$ cat src/rtl/bufrec_pkg.sv
package bufrec_pkg;

    // How a controller decides when to move on
    typedef enum logic [1:0] {
        K_FREE,   // at the end marker
        K_GAP,    // a programmed number of cycles after the end marker
        K_EDGE,   // on one fixed sync polarity
        K_ALT     // on sync edges of alternating polarity
    } trig_kind_e;

    typedef enum logic [2:0] {
        B_IDLE,
        B_WAIT_FIRST,
        B_RUN,
        B_GAP,
        B_ARMED
    } buf_state_e;

    typedef enum logic [1:0] {
        R_IDLE,
        R_WAIT_SYNC,
        R_RUN,
        R_GAP
    } rec_state_e;

    function automatic trig_kind_e buf_kind(input logic [2:0] mode, input logic msg);
        if (msg)
            return K_FREE;
        if (!mode[2])
            return mode[0] ? K_GAP : K_FREE;
        return mode[1] ? K_ALT : K_EDGE;
    endfunction

    function automatic trig_kind_e rec_kind(input logic [1:0] mode);
        case (mode)
            2'b00:   return K_FREE;
            2'b01:   return K_GAP;
            default: return K_EDGE;
        endcase
    endfunction

    // Even codes in the edge-driven ranges start on a rising edge
    function automatic logic first_is_rise(input logic lsb);
        return ~lsb;
    endfunction

endpackage

$ cat src/rtl/seq_sync_edge.sv
module seq_sync_edge #(
    parameter int STAGES = 2
) (
    input  logic clk,
    input  logic rst_n,
    input  logic din,
    output logic rise,
    output logic fall
);

    // STAGES synchronizer flops plus one history flop
    logic [STAGES:0] chain;

    always_ff @(posedge clk or negedge rst_n) begin
        if (!rst_n)
            chain <= '0;
        else
            chain <= {chain[STAGES-1:0], din};
    end

    assign rise =  chain[STAGES-1] & ~chain[STAGES];
    assign fall = ~chain[STAGES-1] &  chain[STAGES];

endmodule

$ cat src/rtl/seq_gap_timer.sv
module seq_gap_timer #(
    parameter int W = 8
) (
    input  logic         clk,
    input  logic         rst_n,
    input  logic         load,
    input  logic [W-1:0] load_val,
    input  logic         dec,
    output logic         zero
);

    logic [W-1:0] cnt;

    always_ff @(posedge clk or negedge rst_n) begin
        if (!rst_n)
            cnt <= '0;
        else if (load)
            cnt <= load_val;
        else if (dec && cnt != '0)
            cnt <= cnt - W'(1);
    end

    assign zero = (cnt == '0);

endmodule

$ cat src/rtl/seq_buf_fsm.sv
module seq_buf_fsm
    import bufrec_pkg::*;
#(
    parameter int GAP_W = 8
) (
    input  logic             clk,
    input  logic             rst_n,
    input  logic             out_en,
    input  trig_kind_e       kind,
    input  logic             first_rise,
    input  logic [GAP_W-1:0] gap,
    input  logic             eob,
    input  logic             sync_rise,
    input  logic             sync_fall,
    output logic             start_buf,
    output logic             switch_buf,
    output logic             buf_idx
);

    buf_state_e state, nxt;
    logic       expect_rise;
    logic       go_start, go_switch, took_edge;
    logic       t_load, t_dec, t_zero;
    logic       sync_kind, want_rise, hit;

    assign sync_kind = (kind == K_EDGE) || (kind == K_ALT);
    assign want_rise = (kind == K_ALT) ? expect_rise : first_rise;
    assign hit       = sync_kind && (want_rise ? sync_rise : sync_fall);

    seq_gap_timer #(.W(GAP_W)) u_gap (
        .clk      (clk),
        .rst_n    (rst_n),
        .load     (t_load),
        .load_val (gap - GAP_W'(1)),
        .dec      (t_dec),
        .zero     (t_zero)
    );

    // State register
    always_ff @(posedge clk or negedge rst_n) begin
        if (!rst_n)
            state <= B_IDLE;
        else
            state <= nxt;
    end

    // Next state and transition events
    always_comb begin
        nxt       = state;
        go_start  = 1'b0;
        go_switch = 1'b0;
        took_edge = 1'b0;
        t_load    = 1'b0;
        t_dec     = 1'b0;
        if (!out_en) begin
            nxt = B_IDLE;
        end else begin
            unique case (state)
                B_IDLE: begin
                    if (sync_kind) begin
                        nxt = B_WAIT_FIRST;
                    end else begin
                        go_start = 1'b1;
                        nxt      = B_RUN;
                    end
                end
                B_WAIT_FIRST: begin
                    if (hit) begin
                        go_start  = 1'b1;
                        took_edge = 1'b1;
                        nxt       = B_RUN;
                    end
                end
                B_RUN: begin
                    if (eob) begin
                        if (sync_kind) begin
                            nxt = B_ARMED;
                        end else if (kind == K_GAP && gap != '0) begin
                            t_load = 1'b1;
                            nxt    = B_GAP;
                        end else begin
                            go_switch = 1'b1;
                        end
                    end
                end
                B_GAP: begin
                    if (t_zero) begin
                        go_switch = 1'b1;
                        nxt       = B_RUN;
                    end else begin
                        t_dec = 1'b1;
                    end
                end
                B_ARMED: begin
                    if (hit) begin
                        go_switch = 1'b1;
                        took_edge = 1'b1;
                        nxt       = B_RUN;
                    end
                end
                default: nxt = B_IDLE;
            endcase
        end
    end

    // Outputs and polarity tracking
    always_ff @(posedge clk or negedge rst_n) begin
        if (!rst_n) begin
            start_buf   <= 1'b0;
            switch_buf  <= 1'b0;
            buf_idx     <= 1'b0;
            expect_rise <= 1'b1;
        end else begin
            start_buf  <= go_start;
            switch_buf <= go_switch;
            if (!out_en || go_start)
                buf_idx <= 1'b0;
            else if (go_switch)
                buf_idx <= ~buf_idx;
            if (!out_en)
                expect_rise <= first_rise;
            else if (took_edge && kind == K_ALT)
                expect_rise <= ~expect_rise;
        end
    end

endmodule

$ cat src/rtl/seq_rec_fsm.sv
module seq_rec_fsm
    import bufrec_pkg::*;
#(
    parameter int GAP_W = 8
) (
    input  logic             clk,
    input  logic             rst_n,
    input  logic             out_en,
    input  trig_kind_e       kind,
    input  logic             want_rise,
    input  logic [GAP_W-1:0] gap,
    input  logic             eor,
    input  logic             sync_rise,
    input  logic             sync_fall,
    output logic             start_rec
);

    rec_state_e state, nxt;
    logic       go_start;
    logic       t_load, t_dec, t_zero;
    logic       hit;

    assign hit = (kind == K_EDGE) && (want_rise ? sync_rise : sync_fall);

    seq_gap_timer #(.W(GAP_W)) u_gap (
        .clk      (clk),
        .rst_n    (rst_n),
        .load     (t_load),
        .load_val (gap - GAP_W'(1)),
        .dec      (t_dec),
        .zero     (t_zero)
    );

    // State register
    always_ff @(posedge clk or negedge rst_n) begin
        if (!rst_n)
            state <= R_IDLE;
        else
            state <= nxt;
    end

    // Next state and transition events
    always_comb begin
        nxt      = state;
        go_start = 1'b0;
        t_load   = 1'b0;
        t_dec    = 1'b0;
        if (!out_en) begin
            nxt = R_IDLE;
        end else begin
            unique case (state)
                R_IDLE: begin
                    if (kind == K_EDGE) begin
                        nxt = R_WAIT_SYNC;
                    end else begin
                        go_start = 1'b1;
                        nxt      = R_RUN;
                    end
                end
                R_WAIT_SYNC: begin
                    if (hit) begin
                        go_start = 1'b1;
                        nxt      = R_RUN;
                    end
                end
                R_RUN: begin
                    if (eor) begin
                        if (kind == K_EDGE) begin
                            nxt = R_WAIT_SYNC;
                        end else if (kind == K_GAP && gap != '0) begin
                            t_load = 1'b1;
                            nxt    = R_GAP;
                        end else begin
                            go_start = 1'b1;
                        end
                    end
                end
                R_GAP: begin
                    if (t_zero) begin
                        go_start = 1'b1;
                        nxt      = R_RUN;
                    end else begin
                        t_dec = 1'b1;
                    end
                end
                default: nxt = R_IDLE;
            endcase
        end
    end

    // Output register
    always_ff @(posedge clk or negedge rst_n) begin
        if (!rst_n)
            start_rec <= 1'b0;
        else
            start_rec <= go_start;
    end

endmodule

$ cat src/rtl/bufrec_sequencer.sv
module bufrec_sequencer
    import bufrec_pkg::*;
#(
    parameter int GAP_W       = 8,
    parameter int SYNC_STAGES = 2
) (
    input  logic             clk,
    input  logic             rst_n,
    input  logic             out_en,
    input  logic             msg_mode,
    input  logic [2:0]       buf_mode,
    input  logic [1:0]       rec_mode,
    input  logic [GAP_W-1:0] buf_gap,
    input  logic [GAP_W-1:0] rec_gap,
    input  logic             eob,
    input  logic             eor,
    input  logic             buf_sync,
    input  logic             rec_sync,
    output logic             start_buf,
    output logic             switch_buf,
    output logic             buf_idx,
    output logic             start_rec
);

    localparam int NUM_SYNC = 2;
    localparam int CH_BUF   = 0;
    localparam int CH_REC   = 1;

    logic [NUM_SYNC-1:0] sync_in, sync_rise, sync_fall;
    logic                buf_fall_w, rec_rise_w;
    trig_kind_e          bkind, rkind;

    assign sync_in[CH_BUF] = buf_sync;
    assign sync_in[CH_REC] = rec_sync;

    for (genvar c = 0; c < NUM_SYNC; c++) begin : g_sync
        seq_sync_edge #(.STAGES(SYNC_STAGES)) u_edge (
            .clk   (clk),
            .rst_n (rst_n),
            .din   (sync_in[c]),
            .rise  (sync_rise[c]),
            .fall  (sync_fall[c])
        );
    end

    assign bkind      = buf_kind(buf_mode, msg_mode);
    assign rkind      = rec_kind(rec_mode);
    assign buf_fall_w = sync_fall[CH_BUF];
    assign rec_rise_w = sync_rise[CH_REC];

    seq_buf_fsm #(.GAP_W(GAP_W)) u_buf (
        .clk        (clk),
        .rst_n      (rst_n),
        .out_en     (out_en),
        .kind       (bkind),
        .first_rise (first_is_rise(buf_mode[0])),
        .gap        (buf_gap),
        .eob        (eob),
        .sync_rise  (sync_rise[CH_BUF]),
        .sync_fall  (sync_fall[CH_BUF]),
        .start_buf  (start_buf),
        .switch_buf (switch_buf),
        .buf_idx    (buf_idx)
    );

    seq_rec_fsm #(.GAP_W(GAP_W)) u_rec (
        .clk       (clk),
        .rst_n     (rst_n),
        .out_en    (out_en),
        .kind      (rkind),
        .want_rise (first_is_rise(rec_mode[0])),
        .gap       (rec_gap),
        .eor       (eor),
        .sync_rise (sync_rise[CH_REC]),
        .sync_fall (sync_fall[CH_REC]),
        .start_rec (start_rec)
    );

endmodule

$ cat config.mk
export PLATFORM = sky130hd
export DESIGN_NAME = bufrec_sequencer
export DESIGN_NICKNAME = d
export VERILOG_FILES = /design/src/rtl/bufrec_pkg.sv /design/src/rtl/seq_sync_edge.sv /design/src/rtl/seq_gap_timer.sv /design/src/rtl/seq_buf_fsm.sv /design/src/rtl/seq_rec_fsm.sv /design/src/rtl/bufrec_sequencer.sv
export SDC_FILE = /design/constraint.sdc
export NUM_CORES = 1
export LEC_CHECK = 0
export BUFFER_PORTS_ARGS = -buffer_cell sky130_fd_sc_hd__buf_2
export CORE_MARGIN = 2
export CORE_UTILIZATION = 46
export CTS_CLUSTER_DIAMETER = 80
export DETAILED_ROUTE_END_ITERATION = 10
export PLACE_DENSITY_LB_ADDON = 0.3
export SLEW_MARGIN = 20
export SYNTH_ARGS = -nofsm -noshare
export SYNTH_HDL_FRONTEND = slang
export SYNTH_HIERARCHICAL = 1
export SYNTH_SLANG_ARGS = --single-unit
$ cat constraint.sdc
create_clock -name clk -period 2.8 [get_ports clk]
set_input_delay 0.56 -clock clk [delete_from_list [all_inputs] [get_ports clk]]
set_output_delay 0.56 -clock clk [all_outputs]
set_load 0.01 [all_outputs]
After elaboration in Yosys (flattened, before gate mapping)
Index checks and enable logic that the tools add are counted.
{"block": "op_classes", "n_mul": 0, "bitwise_logic": 11, "div": 0, "n_mux": 73, "n_reduce_logical": 25, "order_cmp": 0, "n_addsub": 4, "shift": 0, "n_eq_ne": 22}
{"cell": "2-to-1 mux 1 bit", "count": 45}
{"cell": "2-to-1 mux 8 bit", "count": 4}
{"cell": "nonzero test 8 bit", "count": 4}
{"cell": "subtractor 8 x 1 -> 8 bit (second input constant)", "count": 4}
{"cell": "2-to-1 mux 2 bit", "count": 12}
{"cell": "2-to-1 mux 3 bit", "count": 6}
{"cell": "zero test 8 bit", "count": 2}
{"cell": "inequality test 3 x 2 -> 1 bit (second input constant)", "count": 4}
{"cell": "case mux 3 bit (4 select lines)", "count": 1}
{"cell": "equality test 2 bit (second input constant)", "count": 5}
{"cell": "equality test 2 x 1 -> 1 bit (second input constant)", "count": 4}
{"cell": "inequality test 4 x 2 -> 1 bit (second input constant)", "count": 2}
{"cell": "case mux 2 bit (4 select lines)", "count": 1}
{"cell": "AND reduction 4 bit", "count": 2}
{"cell": "logical AND 1 bit", "count": 7}
{"cell": "inverter 1 bit", "count": 7}
{"cell": "equality test 3 x 2 -> 1 bit (second input constant)", "count": 2}
{"cell": "inequality test 3 bit (second input constant)", "count": 2}
{"cell": "nonzero test 2 bit", "count": 3}
{"cell": "AND 1 bit", "count": 4}
{"cell": "zero test 2 bit", "count": 2}
{"cell": "case mux 1 bit (4 select lines)", "count": 1}
{"cell": "case mux 2 bit (2 select lines)", "count": 1}
{"cell": "equality test 3 x 1 -> 1 bit (second input constant)", "count": 1}
{"cell": "8 further kinds", "count": 9}
{"block": "totals", "latchBits": 0, "n_memories": 0, "word_cells": 146, "ramBits": 0, "romBits": 0, "output_inout_bits": 4, "regBits": 32}

Longest topological paths before layout
Gate-level depths: netlist (run 1).
{"block": "logic_depth", "word_depth": 14, "depth_mapped": 9, "mapped_depth_nobuf": 8}

Modules after synthesis
The synthesis (run 1) kept the hierarchy.
{"module": "seq_gap_timer", "area_per_inst_um2": 528.0, "cells_each": 58, "instances": 2}
{"module": "seq_buf_fsm", "area_per_inst_um2": 626.9, "cells_each": 74, "instances": 1}
{"module": "seq_rec_fsm", "area_per_inst_um2": 349.1, "cells_each": 41, "instances": 1}
{"module": "seq_sync_edge", "area_per_inst_um2": 90.1, "cells_each": 5, "instances": 2}
{"module": "bufrec_sequencer", "area_per_inst_um2": 35.0, "cells_each": 7, "instances": 1}

Worst setup path after synthesis (run 1)
No wires, ideal clock.
{"block": "synth_path", "path_kind": "in2reg", "start": "input out_en", "end": "register u_buf.u_gap.cnt[7]", "stages": 6, "n_path_buf": 1, "setup_time_ns": 0.126, "slack_ns": 0.335, "arrival_ns": 2.338, "cell_sequence": "clkbuf_1 nand2_1 nor3b_1 or3b_1 o311a_1 a221o_1"}
{"block": "synth_via", "elab_chain_len": 3, "elab_cells_between_ends": 5, "classes_between": "mux: 3; reduce/logical: 2"}
{"item": "from (decl)", "line": "bufrec_sequencer.sv:9", "text": "input logic out_en,"}
{"item": "2-to-1 mux 1 bit", "line": "seq_buf_fsm.sv:55", "text": "if (!out_en) begin"}
{"item": "via u_buf.t_dec", "line": "seq_buf_fsm.sv:23", "text": "logic t_load, t_dec, t_zero;"}
{"item": "logical AND 1 bit", "line": "seq_gap_timer.sv:19", "text": "else if (dec && cnt != '0)"}
{"item": "nonzero test 2 bit (no line)"}
{"item": "to (signal assigned)", "line": "seq_gap_timer.sv:18", "text": "cnt <= load_val;"}
{"item": "to (signal assigned)", "line": "seq_gap_timer.sv:20", "text": "cnt <= cnt - W'(1);"}
{"item": "to (decl)", "line": "seq_gap_timer.sv:12", "text": "logic [W-1:0] cnt;"}
The timed path passes the listed nets, and every way through them passes these cells.
A chain may end at the register's enable or synchronous reset.

Worst setup path after layout (run 1)
{"block": "layout_path", "start": "register u_rec.u_gap.cnt[0]", "end": "register u_rec.u_gap.cnt[3]"}
{"block": "layout_via", "elab_chain_len": 6, "elab_cells_between_ends": 10, "classes_between": "add/sub: 1; mux: 5; reduce/logical: 4"}
{"item": "from (decl)", "line": "seq_gap_timer.sv:12"}
{"item": "from (signal assigned)", "line": "seq_gap_timer.sv:18"}
{"item": "from (signal assigned)", "line": "seq_gap_timer.sv:20"}
{"item": "zero test 8 bit", "line": "seq_gap_timer.sv:23", "text": "assign zero = (cnt == '0);"}
{"item": "via u_rec.t_zero", "line": "seq_rec_fsm.sv:20", "text": "logic t_load, t_dec, t_zero;"}
{"item": "2-to-1 mux 1 bit", "line": "seq_rec_fsm.sv:79", "text": "if (t_zero) begin"}
{"item": "2-to-1 mux 1 bit", "line": "seq_rec_fsm.sv:51", "text": "unique case (state)"}
{"item": "2-to-1 mux 1 bit", "line": "seq_rec_fsm.sv:48", "text": "if (!out_en) begin"}
{"item": "via u_rec.t_dec", "line": "seq_rec_fsm.sv:20"}
{"item": "logical AND 1 bit", "line": "seq_gap_timer.sv:19"}
{"item": "nonzero test 2 bit (no line)"}
The timed path passes the listed nets, and every way through them passes these cells. The select of a mux whose other input is x is not followed.

==> results of run 1 <==
-- through the flow --
stage | instances | cell area (µm²)
2_1_floorplan | 248 | 2247
3_3_place_gp | 346 | 2507
3_5_place_dp | 346 | 2507
4_1_cts | 354 | 2619
5_1_grt | 354 | 2619
6_report | 354 | 2619
-- worst max-delay path by stage --
stage | startpoint | endpoint | slack (ps) | depth (start not counted)
final | u_rec/u_gap/cnt[0]$_DFFE_PN0P_ | u_rec/u_gap/cnt[3]$_DFFE_PN0P_ | 320 | 8
after CTS | u_rec/u_gap/cnt[0]$_DFFE_PN0P_ | u_rec/u_gap/cnt[3]$_DFFE_PN0P_ | 320 | 8
after global placement | rec_gap[0] | u_rec/u_gap/cnt[7]$_DFFE_PN0P_ | 320 | 9
after global routing | u_rec/u_gap/cnt[0]$_DFFE_PN0P_ | u_rec/u_gap/cnt[3]$_DFFE_PN0P_ | 150 | 8
after floorplan | out_en | u_buf/u_gap/cnt[7]$_DFFE_PN0P_ | 340 | 6
after detailed placement | rec_gap[0] | u_rec/u_gap/cnt[7]$_DFFE_PN0P_ | 200 | 9
-- cell type report --
class,instances,area (µm²),share of cell area
sequential,32,802.0,0.3063
multi-input combinational,193,1356,0.5179
timing repair buffer,38,205.2,0.07836
inverter,16,60.06,0.02293
clock buffer,5,68.82,0.02628
clock inverter,3,42.54,0.01624
tap,67,83.83,0.03201
-- state kept, by name, summed over array words and instances, names as in the netlist --
name                 flops
u_buf/switch_buf         1
u_rec/u_gap/cnt          8
u_rec/start_rec          1
u_buf/state              3
u_buf/u_gap/cnt          8
g_sync.u_edge/chain      6
u_buf/start_buf          1
u_buf/buf_idx            1
u_buf/expect_rise        1
u_rec/state              2
-- power groups by stage --
stage	logic, mW	registers, mW	clock network [mW]
after global placement	0.574	0.747	0
final	0.591	0.747	0.454
after floorplan	0.461	0.711	0
after detailed placement	0.589	0.746	0
after global routing	0.678	0.766	0.482
after CTS	0.590	0.742	0.465
-- placed cells by master, fill, tap and decap left out, types with 4 or more instances in the layout --
cell and n:
sky130_fd_sc_hd__buf_2 32, sky130_fd_sc_hd__dfrtp_1 31, sky130_fd_sc_hd__nor2_1 22, sky130_fd_sc_hd__nand2_1 15, sky130_fd_sc_hd__inv_1 14, sky130_fd_sc_hd__nor2b_1 11, sky130_fd_sc_hd__xor2_1 11, sky130_fd_sc_hd__nor3_1 10
sky130_fd_sc_hd__nor3b_1 10, sky130_fd_sc_hd__a21oi_1 10, sky130_fd_sc_hd__or4_1 8, sky130_fd_sc_hd__ha_1 7, sky130_fd_sc_hd__nand4_1 6, sky130_fd_sc_hd__a31oi_1 6, sky130_fd_sc_hd__o21ai_0 6, sky130_fd_sc_hd__buf_4 6
sky130_fd_sc_hd__clkbuf_8 5, sky130_fd_sc_hd__nor4_1 5, sky130_fd_sc_hd__o31ai_1 5, sky130_fd_sc_hd__nand3_1 5, sky130_fd_sc_hd__mux2i_1 4, sky130_fd_sc_hd__a221o_1 4
-- routing by layer --
| layer | part of all wire | global-route usage |
|---|---|---|
| met5 | 0 | 0 |
| met4 | 0.020 | 0.07071 |
| met3 | 0.048 | 0.04938 |
| met2 | 0.50 | 0.3552 |
| met1 | 0.43 | 0.2380 |
-- critical path, cell delays in order (launching register included) --
cell	delay, ps
sky130_fd_sc_hd__dfrtp_1	380
sky130_fd_sc_hd__inv_1	90
sky130_fd_sc_hd__ha_1	240
sky130_fd_sc_hd__or3b_2	240
sky130_fd_sc_hd__nor2_1	80
sky130_fd_sc_hd__nor3b_1	250
sky130_fd_sc_hd__or3b_1	470
sky130_fd_sc_hd__or4_1	420
sky130_fd_sc_hd__o221ai_1	210
-- logic make-up after synthesis --
kind of cell / share of synthesized area
compound gates: 0.1899
xor+xnor: 0.05067
fa+ha+maj: 0.03897
buf+inv: 0.03953
flops: 0.3569
mux: 0.02283
simple gates: 0.3012
==> results.rst, run 1 <==
.. list-table::
   :header-rows: 1

   * - Metric
     - Value
   * - Run status
     - complete, no violations
   * - Gr ovfl total
     - 0
   * - Post-route ant nets
     - 0
   * - CP Class
     - reg -> reg
   * - Worst Hold Margin
     - 312.0 ps
   * - Library cells used by synthesis
     - 54
   * - Routability cong.
     - 0.8870
   * - Async SR Flop Fraction
     - 1.000
   * - Pin count of the biggest net entering global routing
     - 33
   * - Fraction of layout cells with a size suffix above 1
     - 0.2091
   * - Final-report hold violation count
     - 0
   * - Register bit count reported by yosys
     - 32
   * - Number of synthesized flops with an enable pin
     - 0
   * - Number of buffers inserted to repair setup after CTS
     - 0
   * - Reg-to-Reg End
     - u_rec/u_gap/cnt[3]$_DFFE_PN0P_
   * - Horizontal extent of the die
     - 73.90 µm
   * - Switching power share of the total
     - 0.3708
   * - Final Util
     - 0.5544
   * - Most common flop cell mapped by yosys
     - sky130_fd_sc_hd__dfrtp_1
   * - Post-Route Setup TNS
     - 0 ps
   * - Main area contributors after synthesis
     - sky130_fd_sc_hd__dfrtp_1 35%, sky130_fd_sc_hd__xor2_1 4.3%, sky130_fd_sc_hd__ha_1 3.9%
   * - Placeable core area
     - 0.004723 mm²
   * - Count of yosys warnings during synthesis
     - 6
   * - Maximum frequency from static timing analysis
     - 0.4030 GHz
   * - Dpl hpwl
     - 3.704 mm
   * - Average via count per standard cell
     - 5.777
   * - Headroom to the max-slew limit
     - 0.5151
   * - Sw Pwr
     - 0.6647 mW
   * - Yosys top cell area share
     - 0.3452
   * - Cell Area, Synth
     - 0.002247 mm²
   * - Final critical delay including setup and external delays
     - 2482 ps
   * - Wire length of the first global-routing pass
     - 8.521 mm
   * - Worst slack after detailed placement
     - 202.6 ps
   * - VDD IR max
     - 0.0002639 V
   * - Post-cts resize count
     - 0
   * - Ant diodes
     - 0
   * - Lkg Pwr
     - 1.155 nW
   * - Post-synthesis average cell area
     - 9.061 µm²
   * - Number of clock sinks
     - 32
   * - Worst path setup slack after routing
     - 318.4 ps
   * - Setup repair after global routing missed its margin
     - false
   * - Remaining routing DRC violations
     - 0
   * - Total via count in the routed design
     - 2045
   * - Clock-pin slew on the worst setup and hold paths
     - 80 ps
   * - Most used standard cell by instance count after synthesis
     - sky130_fd_sc_hd__dfrtp_1
   * - CP arrival
     - 2680 ps
   * - Most instantiated cells after synthesis
     - 31 x sky130_fd_sc_hd__dfrtp_1, 22 x sky130_fd_sc_hd__nor2_1, 15 x sky130_fd_sc_hd__nand2_1
   * - Kind of capture point of the worst setup path
     - flip-flop
   * - Drt wl/cell
     - 13.98 µm
   * - Critical Path Start Type
     - flip-flop
   * - Synth Instances
     - 248
   * - Worst R2R Setup Slack
     - 320 ps
   * - Pre-antenna DRT Iters
     - 4
   * - Data required time of the worst path
     - 3000 ps
   * - Combinational cell fraction of total power
     - 0.330
   * - Number of port buffers
     - 32
   * - Number of DRC violations after detailed-routing iteration 0
     - 199
   * - Number of hold-repair buffers added at the cts stage
     - 0
   * - Filler instances
     - 426
   * - Setup-failing EPs final
     - 0
   * - Root buf cell
     - sky130_fd_sc_hd__clkbuf_8
   * - Final total power
     - 1.793 mW
   * - Number of buffers inserted during clock tree synthesis
     - 5
   * - Number of levels in the clock H-tree
     - 2
   * - Maximum buffer depth of the clock tree
     - 2
   * - Internal power component
     - 1.128 mW
   * - Number of global-route vias before repair
     - 1975
   * - TritonCTS clock tree
     - done
   * - Count of pins over their slew limit
     - 0
   * - Cell taking the most area after synthesis
     - sky130_fd_sc_hd__dfrtp_1
   * - Die Area
     - 0.005460 mm²
   * - Number of nets produced by synthesis
     - 284
   * - Antenna violations before repair
     - 0
   * - Highest fanout seen on the critical path
     - 6
   * - R2R depth
     - 8
   * - Post-synthesis to final-layout area growth
     - 16.54%
   * - Ports placed on the boundary
     - 33
   * - Sequential element share of the synthesized area
     - 0.3569
   * - Insertion delay of the later-clocked pin in the worst-skew pair
     - 290 ps
   * - Combined global-route utilization of all metal layers
     - 0.2020
   * - Starting density of the core
     - 0.4758
   * - Register share of total power
     - 0.417
   * - Beginning of the worst register-to-register path
     - u_rec/u_gap/cnt[0]$_DFFE_PN0P_
   * - Final cycle utilization of the critical path
     - 0.8863
   * - Number of nets in the layout
     - 322
   * - Height of the die
     - 73.90 µm
   * - Areal power density over the cells
     - 684.6 mW/mm²
   * - Row count
     - 25
   * - Clock network fraction of total power
     - 0.253
   * - Class of the tightest hold or removal check
     - in -> async
   * - Final routed wirelength across all metal layers
     - 4.950 mm
   * - Max-cap violation count
     - 0
   * - Worst slew pin tran
     - 725.7 ps
   * - Max Clock Skew
     - 9.644 ps
(Power assumes the default switching activity.)
==> run 2, diff against run 1 <==
--- a/config.mk
+++ b/config.mk
@@ -6,6 +6,7 @@
 export NUM_CORES = 1
 export LEC_CHECK = 0
 export BUFFER_PORTS_ARGS = -buffer_cell sky130_fd_sc_hd__buf_2
+export CORE_ASPECT_RATIO = 0.75
 export CORE_MARGIN = 2
 export CORE_UTILIZATION = 46
 export CTS_CLUSTER_DIAMETER = 80
==> run 2 against run 1 <==
Against the previous run: wire length decreased by 1.3%; sequential share of layout area increased by 0.15 points; first-iteration DRC count decreased by 16%; die area increased by 0.10%; flip-flop and latch count unchanged; largest cell class unchanged; largest power group unchanged; maximum frequency increased by 0.29%; clock power decreased by 2%.
==> results.rst, run 2 (synthesis gave the netlist of run 1 again) <==
.. list-table::
   :header-rows: 1

   * - Metric
     - Value
   * - Number of port buffers
     - 32
   * - Number of buffers inserted to repair setup after CTS
     - 0
   * - Wire length of the first global-routing pass
     - 8.556 mm
   * - Headroom to the max-slew limit
     - 0.5110
   * - Count of pins over their slew limit
     - 0
   * - Setup repair after global routing missed its margin
     - false
   * - Post-cts resize count
     - 0
   * - Root buf cell
     - sky130_fd_sc_hd__clkbuf_8
   * - Number of hold-repair buffers added at the cts stage
     - 0
   * - Horizontal extent of the die
     - 84.71 µm
   * - Run status
     - complete, no violations
   * - Most frequent cells in the layout
     - 32 x sky130_fd_sc_hd__buf_2, 31 x sky130_fd_sc_hd__dfrtp_1, 22 x sky130_fd_sc_hd__nor2_1
   * - Maximum frequency from static timing analysis
     - 0.4041 GHz
   * - Registers with the highest flip-flop counts
     - u_buf/u_gap/cnt: 8 flops, u_rec/u_gap/cnt: 8 flops, g_sync.u_edge/chain: 6 flops
   * - Remaining routing DRC violations
     - 0
   * - Setup-failing EPs final
     - 0
   * - Areal power density over the cells
     - 684.7 mW/mm²
   * - Gr ovfl total
     - 0
   * - Combined global-route utilization of all metal layers
     - 0.1919
   * - Row count
     - 21
   * - Worst slack after detailed placement
     - 217.4 ps
   * - Final-report hold violation count
     - 0
   * - Max Clock Skew
     - 9.102 ps
   * - Routability cong.
     - 0.8455
   * - Number of global-route vias before repair
     - 1794
   * - Ports placed on the boundary
     - 33
   * - Master of the slowest instance on the critical path
     - sky130_fd_sc_hd__or3b_1
   * - Number of clock sinks
     - 32
   * - TritonCTS clock tree
     - done
   * - Cell family contributing the most delay on the critical path
     - simple AND/OR/NAND/NOR gates
   * - Cells along the critical path
     - inv_1, ha_1, or3b_2, nor2_1, nor3b_1, or3b_1, or4_1, o221ai_1
   * - Pin count of the biggest net entering global routing
     - 33
   * - Antenna violations before repair
     - 0
   * - Number of levels in the clock H-tree
     - 2
   * - Post-route ant nets
     - 0
   * - Starting density of the core
     - 0.4915
   * - Final routed wirelength across all metal layers
     - 4.884 mm
   * - Max-cap violation count
     - 0
   * - Maximum buffer depth of the clock tree
     - 2
   * - Die Area
     - 0.005466 mm²
   * - Total via count in the routed design
     - 2038
   * - Height of the die
     - 64.53 µm
   * - CP bufs+invs
     - 1
   * - Placeable core area
     - 0.004572 mm²
   * - Final critical delay including setup and external delays
     - 2474 ps
   * - Worst path setup slack after routing
     - 325.5 ps
   * - Final cycle utilization of the critical path
     - 0.8837
   * - Number of nets in the layout
     - 322
   * - Fraction of layout cells with a size suffix above 1
     - 0.2091
   * - VDD IR max
     - 0.0005580 V
   * - Worst path depth
     - 8
   * - Post-synthesis to final-layout area growth
     - 15.98%
   * - Post-Route Setup TNS
     - 0 ps
   * - R2R depth
     - 8
   * - Number of DRC violations after detailed-routing iteration 0
     - 168
   * - CP Class
     - reg -> reg
   * - Kind of capture point of the worst setup path
     - flip-flop
   * - Clock-pin slew on the worst setup and hold paths
     - 70 ps
   * - Highest fanout seen on the critical path
     - 6
   * - Leading cell type in the layout, fill and taps excluded
     - sky130_fd_sc_hd__buf_2
   * - CP arrival
     - 2670 ps
   * - Lkg Pwr
     - 1.155 nW
   * - Data required time of the worst path
     - 3000 ps
   * - Delay contributed by the slowest stage of the critical path
     - 460 ps
   * - Average via count per standard cell
     - 5.924
   * - Critical Path Start Type
     - flip-flop
   * - Dpl hpwl
     - 3.613 mm
   * - Worst slew pin tran
     - 733.5 ps
   * - Number of buffers inserted during clock tree synthesis
     - 5
   * - Class of the tightest hold or removal check
     - in -> async
   * - Pre-antenna DRT Iters
     - 5
   * - Drt wl/cell
     - 14.20 µm
   * - Insertion delay of the later-clocked pin in the worst-skew pair
     - 280 ps
   * - Filler instances
     - 404
   * - Ant diodes
     - 0
## run 2: cell counts in the layout (fill, tap and decap cells not counted)
No cell type changed its count.
## run 2: layout make-up
type,count,area [µm²],share of cell area
clock buffer,5,68.82,0.02640
clock inverter,3,42.54,0.01632
inverter,16,60.06,0.02304
multi-input combinational,193,1356,0.5204
sequential,32,802.0,0.3077
tap,57,71.32,0.02736
timing repair buffer,38,205.2,0.07873
## run 2: final timing paths
check,startpoint,to,slack [ps]
hold reg to reg,g_sync[0].u_edge/chain[0]$_DFF_PN0_,g_sync[0].u_edge/chain[1]$_DFF_PN0_,350
hold / removal,rst_n,u_buf/u_gap/cnt[2]$_DFFE_PN0P_,340
min in group clk,g_sync[0].u_edge/chain[0]$_DFF_PN0_,g_sync[0].u_edge/chain[1]$_DFF_PN0_,350
setup reg to reg,u_rec/u_gap/cnt[0]$_DFFE_PN0P_,u_rec/u_gap/cnt[3]$_DFFE_PN0P_,330
max in group asynchronous,rst_n,u_buf/state[0]$_DFFE_PN0P_,1990
setup / recovery,u_rec/u_gap/cnt[0]$_DFFE_PN0P_,u_rec/u_gap/cnt[3]$_DFFE_PN0P_,330
## run 2: through the flow
step	util	std cells	hold WS [ps]	area, µm²	power (mW)
after floorplan	-	248	264.4	2247	1.172
after global placement	0.5457	336	333.5	2495	1.322
after detailed placement	0.5457	336	339.6	2495	1.333
after CTS	0.5701	344	354.9	2606	1.786
after global routing	0.5701	344	367.6	2606	1.919
final	0.5701	344	335.7	2606	1.785
## run 2: layer usage
| metal | vias up | global-route usage | share of wire |
|---|---|---|---|
| met5 | - | 0 | 0 |
| met4 | 0 | 0.03770 | 0.0074 |
| met3 | 6 | 0.04586 | 0.067 |
| met2 | 75 | 0.2618 | 0.41 |
| met1 | 951 | 0.3038 | 0.51 |
| li1 | 1006 | - | - |
## run 2: report_power, final
group | internal (mW) | leakage (nW) | total [mW] | switching, mW
registers | 0.593 | 0.396 | 0.755 | 0.162
clock network | 0.263 | 0.0541 | 0.443 | 0.180
logic | 0.270 | 0.705 | 0.586 | 0.316
==> run 3, diff against run 2 <==
--- a/config.mk
+++ b/config.mk
@@ -6,9 +6,11 @@
 export NUM_CORES = 1
 export LEC_CHECK = 0
 export BUFFER_PORTS_ARGS = -buffer_cell sky130_fd_sc_hd__buf_2
+export CELL_PAD_IN_SITES_DETAIL_PLACEMENT = 0
+export CELL_PAD_IN_SITES_GLOBAL_PLACEMENT = 1
 export CORE_ASPECT_RATIO = 0.75
 export CORE_MARGIN = 2
-export CORE_UTILIZATION = 46
+export CORE_UTILIZATION = 43
 export CTS_CLUSTER_DIAMETER = 80
 export DETAILED_ROUTE_END_ITERATION = 10
 export PLACE_DENSITY_LB_ADDON = 0.3
==> constraint.sdc (replaced) <==
create_clock -name clk -period 2.3 [get_ports clk]
set_input_delay 0.46 -clock clk [delete_from_list [all_inputs] [get_ports clk]]
set_output_delay 0.46 -clock clk [all_outputs]
set_load 0.01 [all_outputs]
==> run 3 against run 2 <==
Against the previous run: sequential share of layout area down 2.9 points; maximum frequency up 14%; count of clock-buffer cells in the layout up 1; first-iteration DRC count down 49%; global-route usage up 0.79 points; register-to-register slack worse by 200 ps; final area up 10%; die area up 6.6%; critical path depth unchanged; critical path type unchanged; critical endpoint is now u_rec/u_gap/cnt[7]$_DFFE_PN0P_; largest cell class unchanged.
==> results.rst, run 3 (synthesis gave the netlist of run 1 again) <==
.. list-table::
   :header-rows: 1

   * - Metric
     - Value
   * - CP Class
     - reg -> reg
   * - Final critical delay including setup and external delays
     - 2177 ps
   * - Lkg Pwr
     - 1.331 nW
   * - Worst slack after detailed placement
     - -11.84 ps
   * - Placeable core area
     - 0.004955 mm²
   * - VDD IR max
     - 0.0003810 V
   * - Number of buffers inserted during clock tree synthesis
     - 5
   * - Number of DRC violations after detailed-routing iteration 0
     - 86
   * - Dpl hpwl
     - 4.075 mm
   * - Maximum buffer depth of the clock tree
     - 2
   * - Ant diodes
     - 0
   * - Run status
     - complete, no violations
   * - Master of the slowest instance on the critical path
     - sky130_fd_sc_hd__or3b_4
   * - Maximum frequency from static timing analysis
     - 0.4593 GHz
   * - Antenna violations before repair
     - 0
   * - CP bufs+invs
     - 1
   * - Cells along the critical path
     - inv_1, ha_1, or3b_2, nor2_1, nor3b_2, or3b_4, o311a_1, a221o_1
   * - Insertion delay of the later-clocked pin in the worst-skew pair
     - 290 ps
   * - R2R depth
     - 8
   * - CP arrival
     - 2360 ps
   * - Critical Path Start Type
     - flip-flop
   * - Number of levels in the clock H-tree
     - 2
   * - Final-report hold violation count
     - 0
   * - Delay contributed by the slowest stage of the critical path
     - 440 ps
   * - Remaining routing DRC violations
     - 0
   * - Final cycle utilization of the critical path
     - 0.9466
   * - Setup repair after global routing missed its margin
     - false
   * - Combined global-route utilization of all metal layers
     - 0.1998
   * - Post-Route Setup TNS
     - 0 ps
   * - Max-cap violation count
     - 0
   * - Routability cong.
     - 0.8330
   * - Die Area
     - 0.005826 mm²
   * - Pre-antenna DRT Iters
     - 5
   * - Final routed wirelength across all metal layers
     - 5.328 mm
   * - Average via count per standard cell
     - 5.618
   * - Worst path depth
     - 8
   * - Worst path setup slack after routing
     - 122.8 ps
   * - Number of clock sinks
     - 32
   * - Kind of capture point of the worst setup path
     - flip-flop
   * - Number of port buffers
     - 32
   * - Worst slew pin tran
     - 738.3 ps
   * - Root buf cell
     - sky130_fd_sc_hd__clkbuf_8
   * - Count of pins over their slew limit
     - 0
   * - Wire length of the first global-routing pass
     - 9.121 mm
   * - Post-synthesis to final-layout area growth
     - 28.12%
   * - Class of the tightest hold or removal check
     - in -> async
   * - TritonCTS clock tree
     - done
   * - Cell family contributing the most delay on the critical path
     - simple AND/OR/NAND/NOR gates
   * - Placed Instances
     - 374
   * - Worst Hold Margin
     - 229.8 ps
   * - Number of global-route vias before repair
     - 1981
   * - Pin count of the biggest net entering global routing
     - 33
   * - Number of buffers inserted to repair setup after CTS
     - 0
   * - Horizontal extent of the die
     - 87.48 µm
   * - Final Non-Filler Cells
     - 382
   * - Fraction of layout cells with a size suffix above 1
     - 0.3137
   * - Total via count in the routed design
     - 2146
   * - Starting density of the core
     - 0.4535
   * - Number of nets in the layout
     - 357
   * - Row count
     - 22
   * - Gr ovfl total
     - 0
   * - Ports placed on the boundary
     - 33
   * - Clock-pin slew on the worst setup and hold paths
     - 80 ps
   * - Height of the die
     - 66.61 µm
   * - Max Clock Skew
     - 13.95 ps
   * - Headroom to the max-slew limit
     - 0.5078
   * - Leading cell type in the layout, fill and taps excluded
     - sky130_fd_sc_hd__buf_4
   * - Post-route ant nets
     - 0
   * - Highest fanout seen on the critical path
     - 6
   * - Most frequent cells in the layout
     - 41 x sky130_fd_sc_hd__buf_4, 32 x sky130_fd_sc_hd__buf_2, 31 x sky130_fd_sc_hd__dfrtp_1
   * - Setup-failing EPs final
     - 0
   * - Data required time of the worst path
     - 2480 ps
   * - Drt wl/cell
     - 13.95 µm
   * - Areal power density over the cells
     - 813.5 mW/mm²
   * - Registers with the highest flip-flop counts
     - u_buf/u_gap/cnt: 8 flops, u_rec/u_gap/cnt: 8 flops, g_sync.u_edge/chain: 6 flops
[run 3: where the power goes]
part | internal [mW] | total [mW] | switching, mW
combinational | 0.525 | 1.03 | 0.502
clock | 0.239 | 0.458 | 0.219
sequential | 0.722 | 0.857 | 0.135
total | 1.49 | 2.34 | 0.856
[run 3: worst reg2reg max path: stages, from the launching register on]
cell	delay [ps]
sky130_fd_sc_hd__dfrtp_1	340
sky130_fd_sc_hd__inv_1	50
sky130_fd_sc_hd__ha_1	200
sky130_fd_sc_hd__or3b_2	200
sky130_fd_sc_hd__nor2_1	60
sky130_fd_sc_hd__nor3b_2	220
sky130_fd_sc_hd__or3b_4	450
sky130_fd_sc_hd__o311a_1	300
sky130_fd_sc_hd__a221o_1	250
[run 3: area by class of cell]
| cell class | instances | area, µm² |
|---|---|---|
| clock inverters | 2 | 10.01 |
| fillers | 422 | 2076 |
| clock buffers | 6 | 82.58 |
| inverters | 16 | 60.06 |
| well taps | 60 | 75.07 |
| repair buffers | 73 | 467.9 |
| flip-flops and latches | 32 | 802.0 |
| multi-input cells | 193 | 1381 |
[run 3: repair_timing]
item / CTS / global route
setup endpoints to repair: 0 / 4
hold buffers: 0 / 0
gates resized for setup: 0 / 4
[run 3: path summary, 6_finish.rpt]
path	from	slack (ps)	endpoint
hold reg to reg	g_sync[0].u_edge/chain[0]$_DFF_PN0_	360	g_sync[0].u_edge/chain[1]$_DFF_PN0_
setup / recovery	u_rec/u_gap/cnt[0]$_DFFE_PN0P_	120	u_rec/u_gap/cnt[7]$_DFFE_PN0P_
setup reg to reg	u_rec/u_gap/cnt[0]$_DFFE_PN0P_	120	u_rec/u_gap/cnt[7]$_DFFE_PN0P_
max in group asynchronous	rst_n	1580	u_buf/state[1]$_DFFE_PN0P_
min in group clk	buf_sync	280	g_sync[0].u_edge/chain[0]$_DFF_PN0_
hold / removal	rst_n	230	u_buf/u_gap/cnt[3]$_DFFE_PN0P_
[run 3: metrics by stage]
| step | instance area, µm² | utilization | power [mW] |
|---|---|---|---|
| finish | 2879 | 0.5811 | 2.342 |
| floorplan | 2257 | - | 1.429 |
| detailed placement | 2771 | 0.5593 | 1.866 |
| CTS | 2864 | 0.5780 | 2.328 |
| global placement | 2771 | 0.5593 | 1.861 |
| global route | 2879 | 0.5811 | 2.533 |
[run 3: per-layer routing]
metal,vias to the layer above,GRT usage,wire length [µm]
met2,49,0.2936,2266
li1,1080,-,-
met4,0,0.04808,40
met3,5,0.04337,298
met5,-,0,0
met1,1012,0.2960,2724
